**config.mk**
```make
export PLATFORM = sky130hd
export DESIGN_NAME = cpm_seq
export DESIGN_NICKNAME = d
export VERILOG_FILES = /design/src/rtl/cpm_pkg.sv /design/src/rtl/cpm_gear_dec.sv /design/src/rtl/cpm_rules.sv /design/src/rtl/cpm_clk_map.sv /design/src/rtl/cpm_seq.sv
export SDC_FILE = /design/constraint.sdc
export NUM_CORES = 1
export LEC_CHECK = 0
export ABC_AREA = 1
export BUFFER_PORTS_ARGS = -buffer_cell sky130_fd_sc_hd__clkbuf_2
export CAP_MARGIN = 10
export CORE_ASPECT_RATIO = 1.75
export CORE_MARGIN = 10
export CORE_UTILIZATION = 41
export CTS_CLUSTER_DIAMETER = 150
export DETAILED_ROUTE_END_ITERATION = 8
export PLACE_DENSITY = 0.71
export SETUP_SLACK_MARGIN = 0.2
export SLEW_MARGIN = 20
export SYNTH_ARGS = -nofsm -noshare
export SYNTH_HDL_FRONTEND = slang
export SYNTH_HIERARCHICAL = 1
export SYNTH_SLANG_ARGS = --single-unit
```
**constraint.sdc**
```tcl
create_clock -name clk -period 1.5 [get_ports clk]
set_input_delay 0.15 -clock clk [delete_from_list [all_inputs] [get_ports clk]]
set_output_delay 0.15 -clock clk [all_outputs]
set_load 0.005 [all_outputs]
```
**src/rtl/cpm_pkg.sv**
```systemverilog
package cpm_pkg;

   localparam int GEAR_W = 3;
   localparam int OP_W   = 4;

   typedef enum logic [2:0] {
      M_NORMAL = 3'd0,
      M_SLOW   = 3'd1,
      M_IDLE2  = 3'd2,
      M_IDLE1  = 3'd3,
      M_STOP   = 3'd4
   } mode_e;

   typedef enum logic [2:0] {
      P_NONE    = 3'd0,
      P_TO_SLOW = 3'd1,
      P_TO_NORM = 3'd2,
      P_PLL_SEL = 3'd3,
      P_WAKE    = 3'd4
   } pend_e;

   typedef enum logic [1:0] {
      SRC_HI  = 2'd0,
      SRC_LO  = 2'd1,
      SRC_PLL = 2'd2
   } src_e;

   localparam logic [OP_W-1:0] OP_TO_SLOW  = 4'd1;
   localparam logic [OP_W-1:0] OP_TO_NORM  = 4'd2;
   localparam logic [OP_W-1:0] OP_IDLE2    = 4'd3;
   localparam logic [OP_W-1:0] OP_IDLE1    = 4'd4;
   localparam logic [OP_W-1:0] OP_STOP     = 4'd5;
   localparam logic [OP_W-1:0] OP_PLL_ON   = 4'd6;
   localparam logic [OP_W-1:0] OP_PLL_OFF  = 4'd7;
   localparam logic [OP_W-1:0] OP_SEL_PLL  = 4'd8;
   localparam logic [OP_W-1:0] OP_SEL_OSC  = 4'd9;
   localparam logic [OP_W-1:0] OP_GEAR     = 4'd10;

   typedef struct packed {
      mode_e             mode;
      mode_e             ret;
      pend_e             pend;
      logic              pll_on;
      logic              pll_sel;
      logic [GEAR_W-1:0] gear;
   } seq_state_t;

endpackage

```
**src/rtl/cpm_gear_dec.sv**
```systemverilog
module cpm_gear_dec #(
   parameter int GW      = 3,
   parameter int MAX_LOG = 4,
   parameter int OUT_W   = 3
) (
   input  logic [GW-1:0]    code,
   output logic [OUT_W-1:0] shift
);
   localparam int N_GEARS = MAX_LOG + 1;

   if (N_GEARS > (1 << GW)) begin : g_bad_gw
      $error("cpm_gear_dec: gear field too narrow for MAX_LOG");
   end
   if (MAX_LOG + 1 >= (1 << OUT_W)) begin : g_bad_ow
      $error("cpm_gear_dec: output too narrow");
   end

   logic [N_GEARS-1:0] hit;

   for (genvar i = 0; i < N_GEARS; i++) begin : g_hit
      assign hit[i] = (code == GW'(i));
   end

   // Unused codes fall through to shift 0 (divide-by-1).
   always_comb begin
      shift = '0;
      for (int i = 0; i < N_GEARS; i++) begin
         if (hit[i]) shift = OUT_W'(i);
      end
   end

endmodule

```
**src/rtl/cpm_rules.sv**
```systemverilog
module cpm_rules
   import cpm_pkg::*;
#(
   parameter bit HAS_LO  = 1'b1,
   parameter bit HAS_PLL = 1'b1
) (
   input  seq_state_t        cur,
   input  logic              req_valid,
   input  logic [OP_W-1:0]   req_op,
   input  logic [GEAR_W-1:0] req_arg,
   input  logic              wake_irq,
   input  logic              hosc_ready,
   input  logic              losc_ready,
   input  logic              pll_ready,
   output seq_state_t        nxt,
   output logic              reject
);
   logic running, in_slow, idle_any, waiting, wake_rdy;

   assign running  = (cur.mode == M_NORMAL) || (cur.mode == M_SLOW);
   assign in_slow  = (cur.mode == M_SLOW);
   assign idle_any = (cur.mode == M_IDLE1) || (cur.mode == M_IDLE2);
   assign waiting  = (cur.pend != P_NONE);
   assign wake_rdy = (cur.ret == M_SLOW) ? losc_ready : hosc_ready;

   always_comb begin
      nxt    = cur;
      reject = 1'b0;

      // Completion of a clock switch in progress
      unique case (cur.pend)
         P_TO_SLOW: if (losc_ready) begin
            nxt.mode = M_SLOW;
            nxt.pend = P_NONE;
         end
         P_TO_NORM: if (hosc_ready) begin
            nxt.mode = M_NORMAL;
            nxt.pend = P_NONE;
         end
         P_PLL_SEL: if (pll_ready) begin
            nxt.pll_sel = 1'b1;
            nxt.pend    = P_NONE;
         end
         P_WAKE: if (wake_rdy) begin
            nxt.mode = cur.ret;
            nxt.pend = P_NONE;
         end
         default: ;
      endcase

      // Wake-up
      if (wake_irq && idle_any) nxt.mode = cur.ret;
      if (wake_irq && (cur.mode == M_STOP) && !waiting) nxt.pend = P_WAKE;

      // Software requests
      if (req_valid) begin
         if (!running || waiting) begin
            reject = 1'b1;
         end else begin
            case (req_op)
               OP_TO_SLOW: begin
                  if (!HAS_LO || (!in_slow && cur.pll_on)) reject = 1'b1;
                  else if (!in_slow) nxt.pend = P_TO_SLOW;
               end
               OP_TO_NORM: if (in_slow) nxt.pend = P_TO_NORM;
               OP_IDLE2: begin
                  nxt.ret  = cur.mode;
                  nxt.mode = M_IDLE2;
               end
               OP_IDLE1: begin
                  nxt.ret  = cur.mode;
                  nxt.mode = M_IDLE1;
               end
               OP_STOP: begin
                  if (cur.pll_on) reject = 1'b1;
                  else begin
                     nxt.ret  = cur.mode;
                     nxt.mode = M_STOP;
                  end
               end
               OP_PLL_ON: begin
                  if (!HAS_PLL) reject = 1'b1;
                  else if (!in_slow) nxt.pll_on = 1'b1;
               end
               OP_PLL_OFF: begin
                  if (!HAS_PLL) reject = 1'b1;
                  else if (!in_slow) begin
                     if (cur.pll_sel) reject = 1'b1;
                     else nxt.pll_on = 1'b0;
                  end
               end
               OP_SEL_PLL: begin
                  if (!HAS_PLL) reject = 1'b1;
                  else if (!in_slow) begin
                     if (!cur.pll_on) reject = 1'b1;
                     else if (!cur.pll_sel) nxt.pend = P_PLL_SEL;
                  end
               end
               OP_SEL_OSC: begin
                  if (!HAS_PLL) reject = 1'b1;
                  else if (!in_slow) nxt.pll_sel = 1'b0;
               end
               OP_GEAR: nxt.gear = req_arg;
               default: reject = 1'b1;
            endcase
         end
      end
   end

endmodule

```
**src/rtl/cpm_clk_map.sv**
```systemverilog
module cpm_clk_map
   import cpm_pkg::*;
#(
   parameter bit HAS_LO  = 1'b1,
   parameter bit HAS_PLL = 1'b1,
   parameter int DIV_W   = 3
) (
   input  mode_e            mode,
   input  mode_e            ret,
   input  pend_e            pend,
   input  logic             pll_on,
   input  logic             pll_sel,
   input  logic [DIV_W-1:0] gear_shift,
   output logic             hosc_en,
   output logic             losc_en,
   output logic             pll_en,
   output logic [1:0]       clk_src,
   output logic [DIV_W-1:0] div_shift,
   output logic             cpu_clk_en,
   output logic             io_clk_en
);
   logic  stopped, base_slow;
   mode_e base;

   assign stopped   = (mode == M_STOP);
   assign base      = ((mode == M_NORMAL) || (mode == M_SLOW)) ? mode : ret;
   assign base_slow = (base == M_SLOW);

   assign hosc_en = (!stopped && (base == M_NORMAL))
                  || (pend == P_TO_NORM)
                  || (stopped && (pend == P_WAKE) && (ret == M_NORMAL));

   if (HAS_LO) begin : g_lo
      assign losc_en = !stopped || ((pend == P_WAKE) && (ret == M_SLOW));
   end else begin : g_no_lo
      assign losc_en = 1'b0;
   end

   if (HAS_PLL) begin : g_pll
      assign pll_en  = pll_on;
      assign clk_src = base_slow ? SRC_LO : (pll_sel ? SRC_PLL : SRC_HI);
   end else begin : g_no_pll
      assign pll_en  = 1'b0;
      assign clk_src = base_slow ? SRC_LO : SRC_HI;
   end

   // SLOW is always the slow oscillator / 2; otherwise gear then / 2
   assign div_shift  = base_slow ? DIV_W'(1) : gear_shift + DIV_W'(1);
   assign cpu_clk_en = (mode == M_NORMAL) || (mode == M_SLOW);
   assign io_clk_en  = cpu_clk_en || (mode == M_IDLE2);

endmodule

```
**src/rtl/cpm_seq.sv**
```systemverilog
module cpm_seq
   import cpm_pkg::*;
#(
   parameter int TOPOLOGY   = 2,
   parameter int DIV_W      = 3,
   parameter int MAX_LOG    = 4,
   parameter int RESET_GEAR = 4
) (
   input  logic              clk,
   input  logic              rst_n,
   input  logic              req_valid,
   input  logic [OP_W-1:0]   req_op,
   input  logic [GEAR_W-1:0] req_arg,
   input  logic              wake_irq,
   input  logic              hosc_ready,
   input  logic              losc_ready,
   input  logic              pll_ready,
   output logic [2:0]        mode_o,
   output logic              hosc_en,
   output logic              losc_en,
   output logic              pll_en,
   output logic [1:0]        clk_src,
   output logic [DIV_W-1:0]  div_shift,
   output logic              cpu_clk_en,
   output logic              io_clk_en,
   output logic              err_pulse
);
   localparam bit HAS_LO  = (TOPOLOGY >= 1);
   localparam bit HAS_PLL = (TOPOLOGY >= 2);

   if (TOPOLOGY < 0 || TOPOLOGY > 2) begin : g_bad_topo
      $error("cpm_seq: TOPOLOGY must be 0, 1 or 2");
   end
   if (RESET_GEAR > MAX_LOG) begin : g_bad_rg
      $error("cpm_seq: RESET_GEAR beyond MAX_LOG");
   end

   seq_state_t        st_q, st_d;
   logic              rej;
   logic [DIV_W-1:0]  gear_shift;

   cpm_rules #(.HAS_LO(HAS_LO), .HAS_PLL(HAS_PLL)) u_rules (
      .cur       (st_q),
      .req_valid (req_valid),
      .req_op    (req_op),
      .req_arg   (req_arg),
      .wake_irq  (wake_irq),
      .hosc_ready(hosc_ready),
      .losc_ready(losc_ready),
      .pll_ready (pll_ready),
      .nxt       (st_d),
      .reject    (rej)
   );

   cpm_gear_dec #(.GW(GEAR_W), .MAX_LOG(MAX_LOG), .OUT_W(DIV_W)) u_gear (
      .code (st_q.gear),
      .shift(gear_shift)
   );

   cpm_clk_map #(.HAS_LO(HAS_LO), .HAS_PLL(HAS_PLL), .DIV_W(DIV_W)) u_map (
      .mode      (st_q.mode),
      .ret       (st_q.ret),
      .pend      (st_q.pend),
      .pll_on    (st_q.pll_on),
      .pll_sel   (st_q.pll_sel),
      .gear_shift(gear_shift),
      .hosc_en   (hosc_en),
      .losc_en   (losc_en),
      .pll_en    (pll_en),
      .clk_src   (clk_src),
      .div_shift (div_shift),
      .cpu_clk_en(cpu_clk_en),
      .io_clk_en (io_clk_en)
   );

   always_ff @(posedge clk or negedge rst_n) begin
      if (!rst_n) begin
         st_q.mode    <= M_NORMAL;
         st_q.ret     <= M_NORMAL;
         st_q.pend    <= P_NONE;
         st_q.pll_on  <= 1'b0;
         st_q.pll_sel <= 1'b0;
         st_q.gear    <= GEAR_W'(RESET_GEAR);
         err_pulse    <= 1'b0;
      end else begin
         st_q      <= st_d;
         err_pulse <= rej;
      end
   end

   assign mode_o = st_q.mode;

   // an error flag always follows a request
   a_r10_err_after_req: assert property (@(posedge clk) disable iff (!rst_n)
      err_pulse |-> $past(req_valid));

   // settled STOP has every source powered down
   a_r4_stop_all_off: assert property (@(posedge clk) disable iff (!rst_n)
      (mode_o == M_STOP && st_q.pend == P_NONE) |-> (!hosc_en && !losc_en && !pll_en));

   // STOP never coexists with a powered PLL
   a_r6_stop_no_pll: assert property (@(posedge clk) disable iff (!rst_n)
      (mode_o == M_STOP) |-> !pll_en);

   // the PLL is never off while selected
   a_r7_sel_implies_on: assert property (@(posedge clk) disable iff (!rst_n)
      (clk_src == SRC_PLL) |-> pll_en);

   // switching onto the PLL follows a sampled lock
   a_r9_pll_after_ready: assert property (@(posedge clk) disable iff (!rst_n)
      $rose(clk_src == SRC_PLL) && $past(mode_o == M_NORMAL) |-> $past(pll_ready));

   // leaving STOP follows a sampled oscillator ready
   a_r5_stop_exit_ready: assert property (@(posedge clk) disable iff (!rst_n)
      $fell(mode_o == M_STOP) |-> $past(hosc_ready || losc_ready));

   // NORMAL to SLOW follows a sampled slow-oscillator ready
   a_r3_slow_after_ready: assert property (@(posedge clk) disable iff (!rst_n)
      $rose(mode_o == M_SLOW) && $past(mode_o == M_NORMAL) |-> $past(losc_ready));

   // PLL power is steady throughout SLOW
   a_r8_slow_pll_steady: assert property (@(posedge clk) disable iff (!rst_n)
      (mode_o == M_SLOW) && $past(mode_o == M_SLOW) |-> $stable(pll_en));

endmodule

```
Word level (Yosys, flattened, before mapping). Cells that the tools add are included.

Register bits after elaboration: 15.

Add/subtract/negate cells: 1. Eq/ne operators: 28. Multiplexer cells: 49. Bitwise logic cells: 1. Reduce and logical (&&, ||, !) cells: 29.

Operator list (count): $mux W3 (19); $mux W14 (2); $eq A3 B2 Y1 const B (6); $pmux W3 S3 (2); $pmux W6 S3 (1); $mux W1 (17); $eq A4 B3 Y1 const B (4); $eq A3 B1 Y1 const B (5); $eq A4 B4 Y1 const B (3); $pmux W3 S4 (1); $eq A3 B3 Y1 const B (3); $logic_not A3 Y1 (3); $eq A4 B2 Y1 const B (2); $logic_and A1 B1 Y1 (8); $mux W2 (4); $ne A2 B2 Y1 const B (4); $logic_or A1 B1 Y1 (7); $mux W6 (1); $reduce_and A6 Y1 (1); $reduce_bool A3 Y1 (2); $reduce_or A6 Y1 (1); $pmux W1 S5 (1); $eq A4 B1 Y1 const B (1); $logic_not A1 Y1 (4); 6 further kinds (6).

Depth between registers and ports, before layout.
Word-level depth: 11. Depth in mapped cells: 10. Depth with buffers taken out: 10.

Modules after synthesis. The synthesis kept the hierarchy.

By module, submodules not included: cpm_rules (instances 1, cells each 142, area an instance 655.6 µm², sequential area each 0.0 µm²); cpm_seq (instances 1, cells each 18, area an instance 399.1 µm², sequential area each 376.6 µm²); cpm_clk_map (instances 1, cells each 34, area an instance 178.9 µm², sequential area each 0.0 µm²); cpm_gear_dec (instances 1, cells each 6, area an instance 22.5 µm², sequential area each 0.0 µm²).

Worst setup path after synthesis. OpenSTA, ideal clock, no wires.

Kind: flip-flop to flip-flop. Start: register, netlist name mode_o[1]. End: register, netlist name mode_o[0]. Arrival: 1169 ps. Path slack: 215 ps. Cell stages (with the launch flop): 9. Buffers on the path: 0. Cell sequence: dfrtp_1 > nor2_1 > nand3_2 > nor2_8 > o21ai_2 > inv_2 > nor2_1 > nand2_1 > nand2_1.

Worst setup path after layout.
Start: register st_q[2] in the netlist's numbering. End: output div_shift[1].

RTL lines: from (decl) (RTL line cpm_seq.sv:38) `seq_state_t st_q, st_d;`; from (signal assigned) (RTL line cpm_seq.sv:86) `st_q <= st_d;`; $eq A3 B2 Y1 (RTL line cpm_gear_dec.sv:21) `assign hit[i] = (code == GW'(i));`; $mux W2 (2 in series) (RTL line cpm_gear_dec.sv:28) `if (hit[i]) shift = OUT_W'(i);`; $mux W3 (*) (RTL line cpm_gear_dec.sv:28); named net gear_shift[1] (RTL line cpm_seq.sv:40) `logic [DIV_W-1:0] gear_shift;`; $add A3 B1 Y3 (*) (RTL line cpm_clk_map.sv:48) `assign div_shift = base_slow ? DIV_W'(1) : gear_shift + DIV_W'(1);`; $mux W3 (*) (RTL line cpm_clk_map.sv:48); to (decl) (RTL line cpm_seq.sv:23) `output logic [DIV_W-1:0] div_shift,`.

The timed path passes the listed nets; every way through them passes the cells marked *.

==> results.cfg <==
[run_status]
status = complete, but fails checks
failed_checks = negative setup slack

[synth]
yosysTopAreaCellShare_pct = 27.89
synth.distinct_cells = 25
syn_inst = 200
synth-seq-area-share_pct = 29.98
synth_common_cells = 48 x nand2_1, 41 x inv_1, 24 x nor2_1
synthTopCellsByArea = dfrtp_1 28%, nand2_1 14%, inv_1 12%, nand3_1 8.8%, nor2_1 7.2%
synthesis.area_sq_mm = 0.001256
synth_top_flop_cell = dfrtp_1
yosysWarningCount = 6
postSynth.asyncResetShare_pct = 100.0
synth-edff-count = 0
syn_nets = 215
synth_largest_area_cell = dfrtp_1
synth_most_common_cell = nand2_1
avgSynthCellArea_sq_um = 6.281
synth_seq_cells = 15

[cells_and_area]
area_delta_synth_final_pct = 41.63
antenna_cells = 0
final_layout_size_suffix_gt1_share_pct = 40.50
finalNonFillerCells = 270
final_core_util_pct = 60.77
stdcell_area_sq_mm = 0.001779
fin_nets = 258

[timing]
relSlewSlack_pct = 74.11
finalClockSkew_ns = 0.003754
timing.final.hold_violations = 0
max_freq_mhz = 662.4
setup_viol = 1
rsz0062_at_grt = true
period_share_pct = 100.6
slew_violations = 0
layout_min_cycle_time_ns = 1.510
setup_ws_ns = -0.009729
tightest_slew_ns = 0.3883

[cts]
numCtsBuffers = 3
cts_tree = built
clk_pin_slew_ns = 0.06
cts-root-buf = clkbuf_8
clkSinkCount = 15
htree_levels = 1
clock_path_buffers = 2
insertion_delay_ns = 0.24

[setup_path]
required_ns = 1.35
regToRegStartpoint = mode_o[2]
path_max_fanout = 3
path_cells = nor2_2, ha_4, inv_1, nor2_1, buf_2
regToRegSetupSlack_ns = 0.10
cp-endpoint = div_shift[1]
critPathCaptureType = output pin
reg2reg_to = mode_o[0]
arrival_ns = 1.36
startpoint = st_q[2]
cp_slowest_stage_delay_ns = 0.56
cpMaxStageDelayCell = dfstp_2
criticalPathCategory = flop to output pin
rr_worst_depth = 9
critPathLaunchType = flop

[grt]
overflow = 0
grt_pass1_vias = 1348
antenna_found_initial = 0
grt_usage_pct = 12.56
grt_util_met1_pct = 13.06
grt_pass1_wl_mm = 5.733
grtUsageMet3_pct = 0.6775
grt_use_met2_pct = 24.25
grt_max_degree = 16
gr-max-usage-layer = met2

[placed_design]
gp_congestion = 0.9028
hpwl_mm = 2.615
numPortBuffers = 27
dpl-instance-area_sq_mm = 0.001411
dp_cells = 253
preCtsSetupSlack_ns = 0.1245

[floorplan]
io_pins = 28
core_sq_mm = 0.002928
die-area_sq_mm = 0.005765
die_width_microns = 61.84
die_y_microns = 93.23
fp-row-count = 26
start_util_pct = 42.91

[detailed_routing]
drc = 0
first_iter_violations = 34
antenna_left = 0
routed_wl_mm = 3.612
wl_per_cell_microns = 13.38
dr_total_vias = 1391
via_per_inst = 5.152
dr.pass1.iters = 4

[pwr]
ir_drop_v = 0.0009603
leakagePower_nw = 0.9418
powerDensity_mw_per_mm2 = 1886

[run]
maxCapViolations = 0

[hold_path]
min_path_type = input port to flop
holdPathStages = 3
[layer usage]
metal	part of all wire (%)	vias up
met5	0	-
met4	1.1	0
met3	4.0	2
met2	59	32
met1	36	643
li1	-	714
[metrics by stage]
stage | power, mW | hold WS (ns) | TNS [ns]
CTS | 3.029 | 0.09418 | 0
global route | 3.640 | 0.1000 | -0.2699
finish | 3.355 | 0.1001 | -0.009729
floorplan | 1.829 | -0.1456 | 0
global placement | 2.276 | 0.08000 | 0
detailed placement | 2.288 | 0.08469 | 0
[cell type report]
cell class	count	area (sq um)
Inverter	42	157.7
Clock buffer	3	41.29
Multi-Input combinational cell	139	869.6
Clock inverter	1	5.005
Tap cell	28	35.03
Fill cell	267	1149
Timing Repair Buffer	42	287.8
Sequential cell	15	382.9
[report_power, final]
group	internal, mW	switching [mW]
combinational	0.985	1.20
clock	0.183	0.138
sequential	0.590	0.258
total	1.76	1.60
[placed cells by master, fill, tap and decap left out, drive strengths merged]
cell and count:
nand2 48, inv 42, nor2 32, clkbuf 26
nand3 25, buf 18, o21ai 17, dfrtp 14
nand4 4, nor3 3, a21oi 3, o22ai 2
clkinv 1, dlygate4sd3 1, dfstp 1, xnor2 1
ha 1, nor4 1, o211ai 1, a41oi 1
[state kept, by name (all words and copies together) (netlist names)]
register,count
err_pulse,1
mode_o,3
st_q,11
[worst max-delay path: cells and delay by family, from the launching register on]
| kind | cells | cell delay (ns) |
|---|---|---|
| DFF | 1 | 0.56 |
| adders and majority gates | 1 | 0.25 |
| and+or+nand+nor | 2 | 0.15 |
| buffers and inverters | 2 | 0.15 |
[worst min path at each step]
stage / startpoint / to / slack (ns)
after floorplan: rst_n / err_pulse / -0.15
after detailed placement: rst_n / st_q[7] / 0.08
final: req_arg[2] / st_q[2] / 0.10
after global placement: rst_n / st_q[5] / 0.08
after CTS: req_arg[2] / st_q[2] / 0.09
after global routing: req_arg[2] / st_q[2] / 0.10
[repair_timing]
| item | CTS | global route |
|---|---|---|
| gates cloned | 1 | 0 |
| pin swaps | 14 | 20 |
| endpoints found under the setup margin | 18 | 22 |
| buffers inserted | 9 | 2 |
| hold endpoints to repair | 14 | 0 |
| hold buffers | 1 | 0 |
| gates resized for setup | 32 | 39 |
[logic make-up after synthesis]
family	Yosys count	synth area share, %
xor gates and xnor gates	1	0.6973
and+or+nand+nor	112	41.93
AOI/OAI and AO/OA	24	10.86
DFF	15	29.98
buffers and inverters	47	15.54
adders and majority gates	1	0.9959
Note: power is estimated with default switching activity, not from simulation.
